**config.mk**
```make
export PLATFORM = sky130hd
export DESIGN_NAME = ctx_save_seq
export DESIGN_NICKNAME = d
export VERILOG_FILES = /design/src/rtl/ctx_save_pkg.sv /design/src/rtl/ctx_sp_select.sv /design/src/rtl/ctx_byte_lane.sv /design/src/rtl/ctx_save_fsm.sv /design/src/rtl/ctx_save_seq.sv
export SDC_FILE = /design/constraint.sdc
export NUM_CORES = 1
export LEC_CHECK = 0
export ABC_AREA = 1
export CORE_AREA = 2 2 98 100
export CTS_CLUSTER_DIAMETER = 50
export CTS_CLUSTER_SIZE = 40
export DETAILED_ROUTE_END_ITERATION = 10
export DIE_AREA = 0 0 100 102
export MAX_ROUTING_LAYER = met4
export PLACE_DENSITY = 0.77
export SKIP_LAST_GASP = 1
export SLEW_MARGIN = 30
export SYNTH_ARGS = -nofsm -noshare
export SYNTH_HDL_FRONTEND = slang
export SYNTH_SLANG_ARGS = --single-unit
```
**constraint.sdc**
```tcl
create_clock -name clk -period 4.8 [get_ports clk]
set_input_delay 0.96 -clock clk [delete_from_list [all_inputs] [get_ports clk]]
set_output_delay 0.96 -clock clk [all_outputs]
set_load 0.02 [all_outputs]
```
**src/rtl/ctx_save_pkg.sv**
```systemverilog
package ctx_save_pkg;

  localparam int unsigned NSLOT  = 4;
  localparam int unsigned SLOT_W = $clog2(NSLOT);

  typedef enum logic [2:0] {
    ST_IDLE = 3'd0,
    ST_W0   = 3'd1,
    ST_W1   = 3'd2,
    ST_W2   = 3'd3,
    ST_W3   = 3'd4,
    ST_DONE = 3'd5
  } save_state_e;

  // Distance below the entry pointer for each write slot, in write order.
  function automatic int unsigned slot_offset(input int unsigned slot);
    case (slot)
      0:       return 2;
      1:       return 1;
      2:       return 4;
      default: return 3;
    endcase
  endfunction

endpackage

```
**src/rtl/ctx_sp_select.sv**
```systemverilog
module ctx_sp_select #(
  parameter int unsigned SP_W   = 16,
  parameter int unsigned NUM_W  = 6,
  parameter int unsigned USR_LO = 32
) (
  input  logic [SP_W-1:0]  isp_i,
  input  logic [SP_W-1:0]  usp_i,
  input  logic             sw_int_i,
  input  logic [NUM_W-1:0] int_num_i,
  input  logic             u_sel_i,
  output logic [SP_W-1:0]  sp_o,
  output logic             use_usp_o
);

  localparam logic [NUM_W-1:0] LO = NUM_W'(USR_LO);

  always_comb begin
    use_usp_o = sw_int_i && u_sel_i && (int_num_i >= LO);
    sp_o      = use_usp_o ? usp_i : isp_i;
  end

endmodule

```
**src/rtl/ctx_byte_lane.sv**
```systemverilog
module ctx_byte_lane
  import ctx_save_pkg::*;
#(
  parameter int unsigned PC_W  = 20,
  parameter int unsigned SP_W  = 16,
  parameter int unsigned IPL_W = 4
) (
  input  logic [PC_W-1:0]   pc_i,
  input  logic [7:0]        flg_lo_i,
  input  logic [IPL_W-1:0]  ipl_i,
  input  logic [SP_W-1:0]   sp_i,
  input  logic [SLOT_W-1:0] slot_i,
  output logic [SP_W-1:0]   addr_o,
  output logic [7:0]        data_o
);

  localparam int unsigned HI_W = PC_W - 16;

  logic [7:0]      byte_c [NSLOT];
  logic [SP_W-1:0] addr_c [NSLOT];

  assign byte_c[0] = flg_lo_i;
  assign byte_c[1] = {ipl_i, pc_i[PC_W-1 -: HI_W]};
  assign byte_c[2] = pc_i[7:0];
  assign byte_c[3] = pc_i[15:8];

  for (genvar g = 0; g < NSLOT; g++) begin : g_addr
    assign addr_c[g] = sp_i - SP_W'(slot_offset(g));
  end

  assign addr_o = addr_c[slot_i];
  assign data_o = byte_c[slot_i];

endmodule

```
**src/rtl/ctx_save_fsm.sv**
```systemverilog
module ctx_save_fsm
  import ctx_save_pkg::*;
(
  input  logic              clk,
  input  logic              rst_n,
  input  logic              start_i,
  output logic              accept_o,
  output logic              we_o,
  output logic              done_o,
  output logic              busy_o,
  output logic [SLOT_W-1:0] slot_o
);

  save_state_e state_q, state_d;

  always_comb begin
    accept_o = (state_q == ST_IDLE) && start_i;
    state_d  = state_q;
    case (state_q)
      ST_IDLE: if (start_i) state_d = ST_W0;
      ST_W0:   state_d = ST_W1;
      ST_W1:   state_d = ST_W2;
      ST_W2:   state_d = ST_W3;
      ST_W3:   state_d = ST_DONE;
      default: state_d = ST_IDLE;
    endcase
  end

  always_ff @(posedge clk) begin
    if (!rst_n) state_q <= ST_IDLE;
    else        state_q <= state_d;
  end

  always_comb begin
    we_o   = 1'b0;
    slot_o = '0;
    case (state_q)
      ST_W0: begin we_o = 1'b1; slot_o = SLOT_W'(0); end
      ST_W1: begin we_o = 1'b1; slot_o = SLOT_W'(1); end
      ST_W2: begin we_o = 1'b1; slot_o = SLOT_W'(2); end
      ST_W3: begin we_o = 1'b1; slot_o = SLOT_W'(3); end
      default: ;
    endcase
    done_o = (state_q == ST_DONE);
    busy_o = (state_q != ST_IDLE);
  end

  // the done cycle always returns to idle, whatever start does
  a_r8_done_to_idle: assert property (@(posedge clk) disable iff (!rst_n)
    (state_q == ST_DONE) |=> (state_q == ST_IDLE));

  // after the first write, the second follows at once
  a_r5_burst: assert property (@(posedge clk) disable iff (!rst_n)
    (state_q == ST_W0) |=> we_o);

endmodule

```
**src/rtl/ctx_save_seq.sv**
```systemverilog
module ctx_save_seq
  import ctx_save_pkg::*;
#(
  parameter int unsigned PC_W   = 20,
  parameter int unsigned FLG_W  = 16,
  parameter int unsigned SP_W   = 16,
  parameter int unsigned IPL_W  = 4,
  parameter int unsigned NUM_W  = 6,
  parameter int unsigned USR_LO = 32
) (
  input  logic             clk,
  input  logic             rst_n,
  input  logic             start_i,
  input  logic [PC_W-1:0]  pc_i,
  input  logic [FLG_W-1:0] flg_i,
  input  logic [SP_W-1:0]  isp_i,
  input  logic [SP_W-1:0]  usp_i,
  input  logic             sw_int_i,
  input  logic [NUM_W-1:0] int_num_i,
  input  logic             u_sel_i,
  output logic [SP_W-1:0]  mem_addr_o,
  output logic [7:0]       mem_wdata_o,
  output logic             mem_we_o,
  output logic             busy_o,
  output logic             done_o,
  output logic             sp_wr_o,
  output logic             sp_sel_o,
  output logic [SP_W-1:0]  sp_new_o
);

  localparam logic [SP_W-1:0] FRAME = SP_W'(NSLOT);

  logic              accept;
  logic [SLOT_W-1:0] slot;
  logic [SP_W-1:0]   sp_pick;
  logic              use_usp;

  logic [PC_W-1:0]   pc_q;
  logic [7:0]        flg_lo_q;
  logic [IPL_W-1:0]  ipl_q;
  logic [SP_W-1:0]   sp_q;
  logic              usp_q;

  // flag bits between the low byte and the priority field are not kept
  logic unused_flg_mid;
  assign unused_flg_mid = ^flg_i[FLG_W-IPL_W-1:8];

  ctx_sp_select #(.SP_W(SP_W), .NUM_W(NUM_W), .USR_LO(USR_LO)) u_sel (
    .isp_i     (isp_i),
    .usp_i     (usp_i),
    .sw_int_i  (sw_int_i),
    .int_num_i (int_num_i),
    .u_sel_i   (u_sel_i),
    .sp_o      (sp_pick),
    .use_usp_o (use_usp)
  );

  ctx_save_fsm u_fsm (
    .clk      (clk),
    .rst_n    (rst_n),
    .start_i  (start_i),
    .accept_o (accept),
    .we_o     (mem_we_o),
    .done_o   (done_o),
    .busy_o   (busy_o),
    .slot_o   (slot)
  );

  always_ff @(posedge clk) begin
    if (!rst_n) begin
      pc_q     <= '0;
      flg_lo_q <= '0;
      ipl_q    <= '0;
      sp_q     <= '0;
      usp_q    <= 1'b0;
    end else if (accept) begin
      pc_q     <= pc_i;
      flg_lo_q <= flg_i[7:0];
      ipl_q    <= flg_i[FLG_W-1 -: IPL_W];
      sp_q     <= sp_pick;
      usp_q    <= use_usp;
    end
  end

  ctx_byte_lane #(.PC_W(PC_W), .SP_W(SP_W), .IPL_W(IPL_W)) u_lane (
    .pc_i     (pc_q),
    .flg_lo_i (flg_lo_q),
    .ipl_i    (ipl_q),
    .sp_i     (sp_q),
    .slot_i   (slot),
    .addr_o   (mem_addr_o),
    .data_o   (mem_wdata_o)
  );

  assign sp_wr_o  = done_o;
  assign sp_sel_o = usp_q;
  assign sp_new_o = sp_q - FRAME;

  // new pointer matches the third write's address (lowest byte)
  a_r6_sp_matches_low: assert property (@(posedge clk) disable iff (!rst_n)
    done_o |-> (sp_new_o == $past(mem_addr_o, 2)));

  // done is preceded by a write in the cycle before and four cycles before
  a_r5_four_writes: assert property (@(posedge clk) disable iff (!rst_n)
    done_o |-> ($past(mem_we_o, 1) && $past(mem_we_o, 4)));

  // second write sits one byte above the first
  a_r3_shared_above: assert property (@(posedge clk) disable iff (!rst_n)
    (mem_we_o && $past(mem_we_o) && !$past(mem_we_o, 2))
      |-> (mem_addr_o == $past(mem_addr_o) + SP_W'(1)));

  // done is a single-cycle pulse with no write after it
  a_r6_done_pulse: assert property (@(posedge clk) disable iff (!rst_n)
    done_o |=> (!done_o && !mem_we_o));

endmodule

```
==> flow_summary.html <==
<table>
<tr><th>Metric</th><th>Value</th></tr>
<tr><th colspan="2">Setup path</th></tr>
<tr><td>Number of buffers and inverters on the critical path</td><td>3</td></tr>
<tr><td>Critical path type</td><td>reg2out</td></tr>
<tr><td>Reg2Reg Launch Point</td><td>u_fsm.state_q[1]</td></tr>
<tr><td>Cell family contributing the most delay on the critical path</td><td>buffers and inverters</td></tr>
<tr><td>Kind of end point of the critical path</td><td>primary output</td></tr>
<tr><td>Cells along the critical path</td><td>nand2_1 -&gt; nand2_1 -&gt; inv_2 -&gt; nand2_4 -&gt; inv_1 -&gt; nor2_1 -&gt; a211oi_1 -&gt; nor2_1 -&gt; clkdlybuf4s50_1</td></tr>
<tr><td>Worst path arrival time</td><td>2.85 ns</td></tr>
<tr><td>Critical Path Fanout Max</td><td>49</td></tr>
<tr><td>Start point of the critical path</td><td>u_fsm.state_q[1]</td></tr>
<tr><td>Kind of start point of the critical path</td><td>flop</td></tr>
<tr><td>Crit path required time</td><td>3.84 ns</td></tr>
<tr><td>Stage delay of the slowest cell on the critical path</td><td>0.63 ns</td></tr>
<tr><td>Register-to-Register Setup Slack</td><td>3.17 ns</td></tr>
<tr><td>CP max stage cell</td><td>sky130_fd_sc_hd__clkdlybuf4s50_1</td></tr>
<tr><th colspan="2">Outcome</th></tr>
<tr><td>Result of the run</td><td>finished clean</td></tr>
<tr><th colspan="2">CTS</th></tr>
<tr><td>CTS tree</td><td>built</td></tr>
<tr><td>Quantity of hold-fixing buffers added after cts</td><td>0</td></tr>
<tr><td>Maximum clock path buffer count</td><td>2</td></tr>
<tr><td>CTS H-Tree Depth</td><td>2</td></tr>
<tr><td>Total of cells resized after clock tree synthesis</td><td>0</td></tr>
<tr><td>Clock buffers created by TritonCTS</td><td>5</td></tr>
<tr><td>Count of buffers added by post-CTS timing repair for setup</td><td>0</td></tr>
<tr><td>Clock Root Buffer</td><td>sky130_fd_sc_hd__clkbuf_8</td></tr>
<tr><td>Clock latency of the later-clocked register in the worst-skew pair</td><td>0.31 ns</td></tr>
<tr><td>Clock-pin slew of the registers on the worst-case setup and hold paths</td><td>0.10 ns</td></tr>
<tr><td>Num Clock Sinks</td><td>52</td></tr>
<tr><th colspan="2">Drt</th></tr>
<tr><td>Routed Antenna Nets</td><td>0</td></tr>
<tr><td>DRC violations left</td><td>0</td></tr>
<tr><td>Vias per inst</td><td>5.13</td></tr>
<tr><td>Routed via count</td><td>3,994</td></tr>
<tr><td>Sum of routed wire length over all layers</td><td>10,300 um</td></tr>
<tr><td>Wire length per cell</td><td>13.3 um</td></tr>
<tr><td>Drt first pass iters</td><td>5</td></tr>
<tr><td>Drt initial violations</td><td>271</td></tr>
<tr><th colspan="2">STA</th></tr>
<tr><td>Transition time at the pin with the least slew margin</td><td>0.792 ns</td></tr>
<tr><td>F_max</td><td>262 MHz</td></tr>
<tr><td>Final Max Tran Viols</td><td>0</td></tr>
<tr><td>Final number of setup-violating endpoints</td><td>0</td></tr>
<tr><td>Count of endpoints failing hold in the final timing report</td><td>0</td></tr>
<tr><td>Setup Total Neg Slack</td><td>0 ns</td></tr>
<tr><td>Setup slack of the critical path after layout</td><td>0.985 ns</td></tr>
<tr><td>Setup Skew</td><td>0.0112 ns</td></tr>
<tr><td>Fin crit share</td><td>0.795</td></tr>
<tr><td>Unrepaired setup endpoints after global routing</td><td>false</td></tr>
<tr><td>Tmin final</td><td>3.81 ns</td></tr>
<tr><td>Relative slew slack</td><td>0.472</td></tr>
<tr><th colspan="2">Global route</th></tr>
<tr><td>First-pass GRT wire length</td><td>16,800 um</td></tr>
<tr><td>Via count of the first global-routing pass</td><td>3,675</td></tr>
<tr><td>Global route overflow</td><td>0</td></tr>
<tr><td>Largest net degree at the start of global routing</td><td>51</td></tr>
<tr><td>Total global routing track utilization</td><td>0.209</td></tr>
<tr><td>Antenna violations before repair</td><td>0</td></tr>
<tr><th colspan="2">Logic synthesis</th></tr>
<tr><td>Average cell area after synthesis</td><td>6.22 um2</td></tr>
<tr><td>Adder-cell area share of the yosys netlist</td><td>0.0210</td></tr>
<tr><td>Post-synthesis instance area</td><td>3580 um2</td></tr>
<tr><td>Portion of netlist area occupied by mux cells</td><td>0</td></tr>
<tr><td>Top area cells in the synthesized netlist</td><td>sky130_fd_sc_hd__dfxtp_1 29%, sky130_fd_sc_hd__nand2_1 16%, sky130_fd_sc_hd__o21ai_0 8.2%</td></tr>
<tr><td>Instance count of the mapped netlist</td><td>576</td></tr>
<tr><td>Top flip-flop cell by instance count after synthesis</td><td>sky130_fd_sc_hd__dfxtp_1</td></tr>
<tr><td>Post-Synth Simple-Gate Area</td><td>0.332</td></tr>
<tr><td>Share of the yosys chip area belonging to registers</td><td>0.291</td></tr>
<tr><td>Cell taking the most area after synthesis</td><td>sky130_fd_sc_hd__dfxtp_1</td></tr>
<tr><td>FFs w/ async S/R, synth</td><td>0</td></tr>
<tr><td>Number of warning messages in the yosys log</td><td>0</td></tr>
<tr><td>Number of nets in the synthesized netlist</td><td>661</td></tr>
<tr><td>Count of flip-flops with a built-in enable after synthesis</td><td>0</td></tr>
<tr><td>Share of the synthesized area in the top cell type</td><td>0.291</td></tr>
<tr><td>Main combinational cell family by area after synthesis</td><td>simple AND/OR/NAND/NOR gates</td></tr>
<tr><td>Register bit total from synthesis</td><td>52</td></tr>
<tr><td>Compound-cell area share of the yosys netlist</td><td>0.180</td></tr>
<tr><td>Fraction of synthesized cell area in xor and xnor cells</td><td>0.0416</td></tr>
<tr><td>Distinct cell type count after synthesis</td><td>30</td></tr>
<tr><th colspan="2">Place</th></tr>
<tr><td>Number of buffers inserted by port buffering</td><td>114</td></tr>
<tr><td>Estimated wirelength of the detail-placed design</td><td>7770 um</td></tr>
<tr><td>Worst setup slack after placement</td><td>1.34 ns</td></tr>
<tr><td>Last weighted congestion value of the routability-driven placer</td><td>0.889</td></tr>
<tr><th colspan="2">Pwr</th></tr>
<tr><td>Max VDD drop</td><td>0.166 mV</td></tr>
<tr><td>Power per cell area</td><td>368 nW/um2</td></tr>
<tr><td>Reported leakage power</td><td>2.21 nW</td></tr>
<tr><th colspan="2">Die</th></tr>
<tr><td>I/O Pins</td><td>124</td></tr>
<tr><td>Height of the chip</td><td>102 um</td></tr>
<tr><td>Floorplan die area</td><td>10,200 um2</td></tr>
<tr><td>Initial cell density of the core</td><td>0.393</td></tr>
<tr><td>Core area</td><td>9110 um2</td></tr>
<tr><td>Horizontal extent of the die</td><td>100 um</td></tr>
<tr><td>Row count</td><td>35</td></tr>
<tr><th colspan="2">Final layout</th></tr>
<tr><td>Number of antenna cells inserted</td><td>0</td></tr>
<tr><td>Util after Layout</td><td>0.522</td></tr>
<tr><td>Area growth from synthesis to layout</td><td>32.8%</td></tr>
<tr><td>Filler cell count</td><td>923</td></tr>
<tr><td>Layout Nets</td><td>751</td></tr>
<tr><td>Share of cells above drive strength 1</td><td>0.0495</td></tr>
<tr><th colspan="2">Min path</th></tr>
<tr><td>Worst min-delay path category</td><td>reg2reg</td></tr>
<tr><td>Worst hold start</td><td>pc_q[3]</td></tr>
<tr><th colspan="2">Run</th></tr>
<tr><td>Max-capacitance violation count</td><td>0</td></tr>
</table>
-- cell usage after synthesis (all sizes together), types with 2 or more instances --
cell type	number
clkbuf	7
nand3	43
dfxtp	52
nand2	155
nor2	71
o211ai	16
xor2	15
a21oi	33
nor3	2
xnor2	2
inv	69
o21ai	69
nand4	5
buf	27
ha	6
-- metal layers --
metal | track usage | vias up | share of wire
li1 | - | 2019 | -
met1 | 0.264 | 1831 | 0.45
met2 | 0.354 | 122 | 0.48
met3 | 0.0212 | 22 | 0.047
met4 | 0.0674 | 0 | 0.022
met5 | - | - | 0
-- final cells by class --
class	instances	area (um2)	area share
timing repair buffer	117	1160	0.245
sequential	52	1040	0.219
multi-input combinational	421	2060	0.433
clock buffer	6	82.6	0.0174
inverter	69	259	0.0544
tap	111	139	0.0292
clock inverter	2	13.8	0.00289
-- worst reg2reg max path: stages (launching register included) --
cell	delay, ns
sky130_fd_sc_hd__dfxtp_1	0.46
sky130_fd_sc_hd__nor2_2	0.08
sky130_fd_sc_hd__nand2_2	0.11
sky130_fd_sc_hd__nor2_4	0.05
sky130_fd_sc_hd__inv_2	0.48
sky130_fd_sc_hd__o21ai_0	0.22
sky130_fd_sc_hd__a21oi_1	0.17
-- path summary, 6_finish.rpt --
| check | to | depth (start not counted) |
|---|---|---|
| worst min register to register | pc_q[3] | 2 |
| worst max register to register | flg_lo_q[6] | 6 |
| worst min-delay path | pc_q[3] | 2 |
| worst max-delay path | mem_addr_o[2] | 9 |
-- kinds of logic after synthesis --
group	count (synthesis)
AOI/OAI and AO/OA	119
xor gates and xnor gates	17
adders and majority gates	6
buffers and inverters	103
DFF	52
and+or+nand+nor	279
-- stage by stage --
stage	cells	instance area (um2)	total power, mW	hold WS [ns]
6_report	778	4760	1.75	0.456
5_1_grt	778	4760	1.88	0.490
4_1_cts	778	4760	1.76	0.461
3_5_place_dp	770	4660	1.49	0.445
3_3_place_gp	770	4660	1.47	0.439
2_1_floorplan	576	3580	1.14	0.429
-- registers in the layout (all words and copies together) (netlist names) --
| signal | count |
|---|---|
| flg_lo_q | 8 |
| sp_sel_o | 1 |
| ipl_q | 4 |
| sp_q | 16 |
| pc_q | 20 |
| u_fsm.state_q | 3 |
-- power by group --
part	internal, mW	switching (mW)
combinational	0.400	0.548
clock	0.118	0.148
sequential	0.485	0.0515
total	1.00	0.747
-- cell usage in the layout, fill, tap and decap left out, types with 4 or more instances in the layout --
cell type                         instances
sky130_fd_sc_hd__nor2_1                  60
sky130_fd_sc_hd__o21ai_1                  9
sky130_fd_sc_hd__nor2_2                   8
sky130_fd_sc_hd__o21ai_0                 59
sky130_fd_sc_hd__ha_1                     6
sky130_fd_sc_hd__inv_2                    4
sky130_fd_sc_hd__nand2_1                150
sky130_fd_sc_hd__clkdlybuf4s50_1        114
sky130_fd_sc_hd__nand4_1                  5
sky130_fd_sc_hd__a21oi_1                 32
sky130_fd_sc_hd__o211ai_1                16
sky130_fd_sc_hd__nand3_1                 43
sky130_fd_sc_hd__clkbuf_8                 6
sky130_fd_sc_hd__xor2_1                  15
sky130_fd_sc_hd__dfxtp_1                 52
sky130_fd_sc_hd__inv_1                   65
Power figures use the tool's default switching activity.
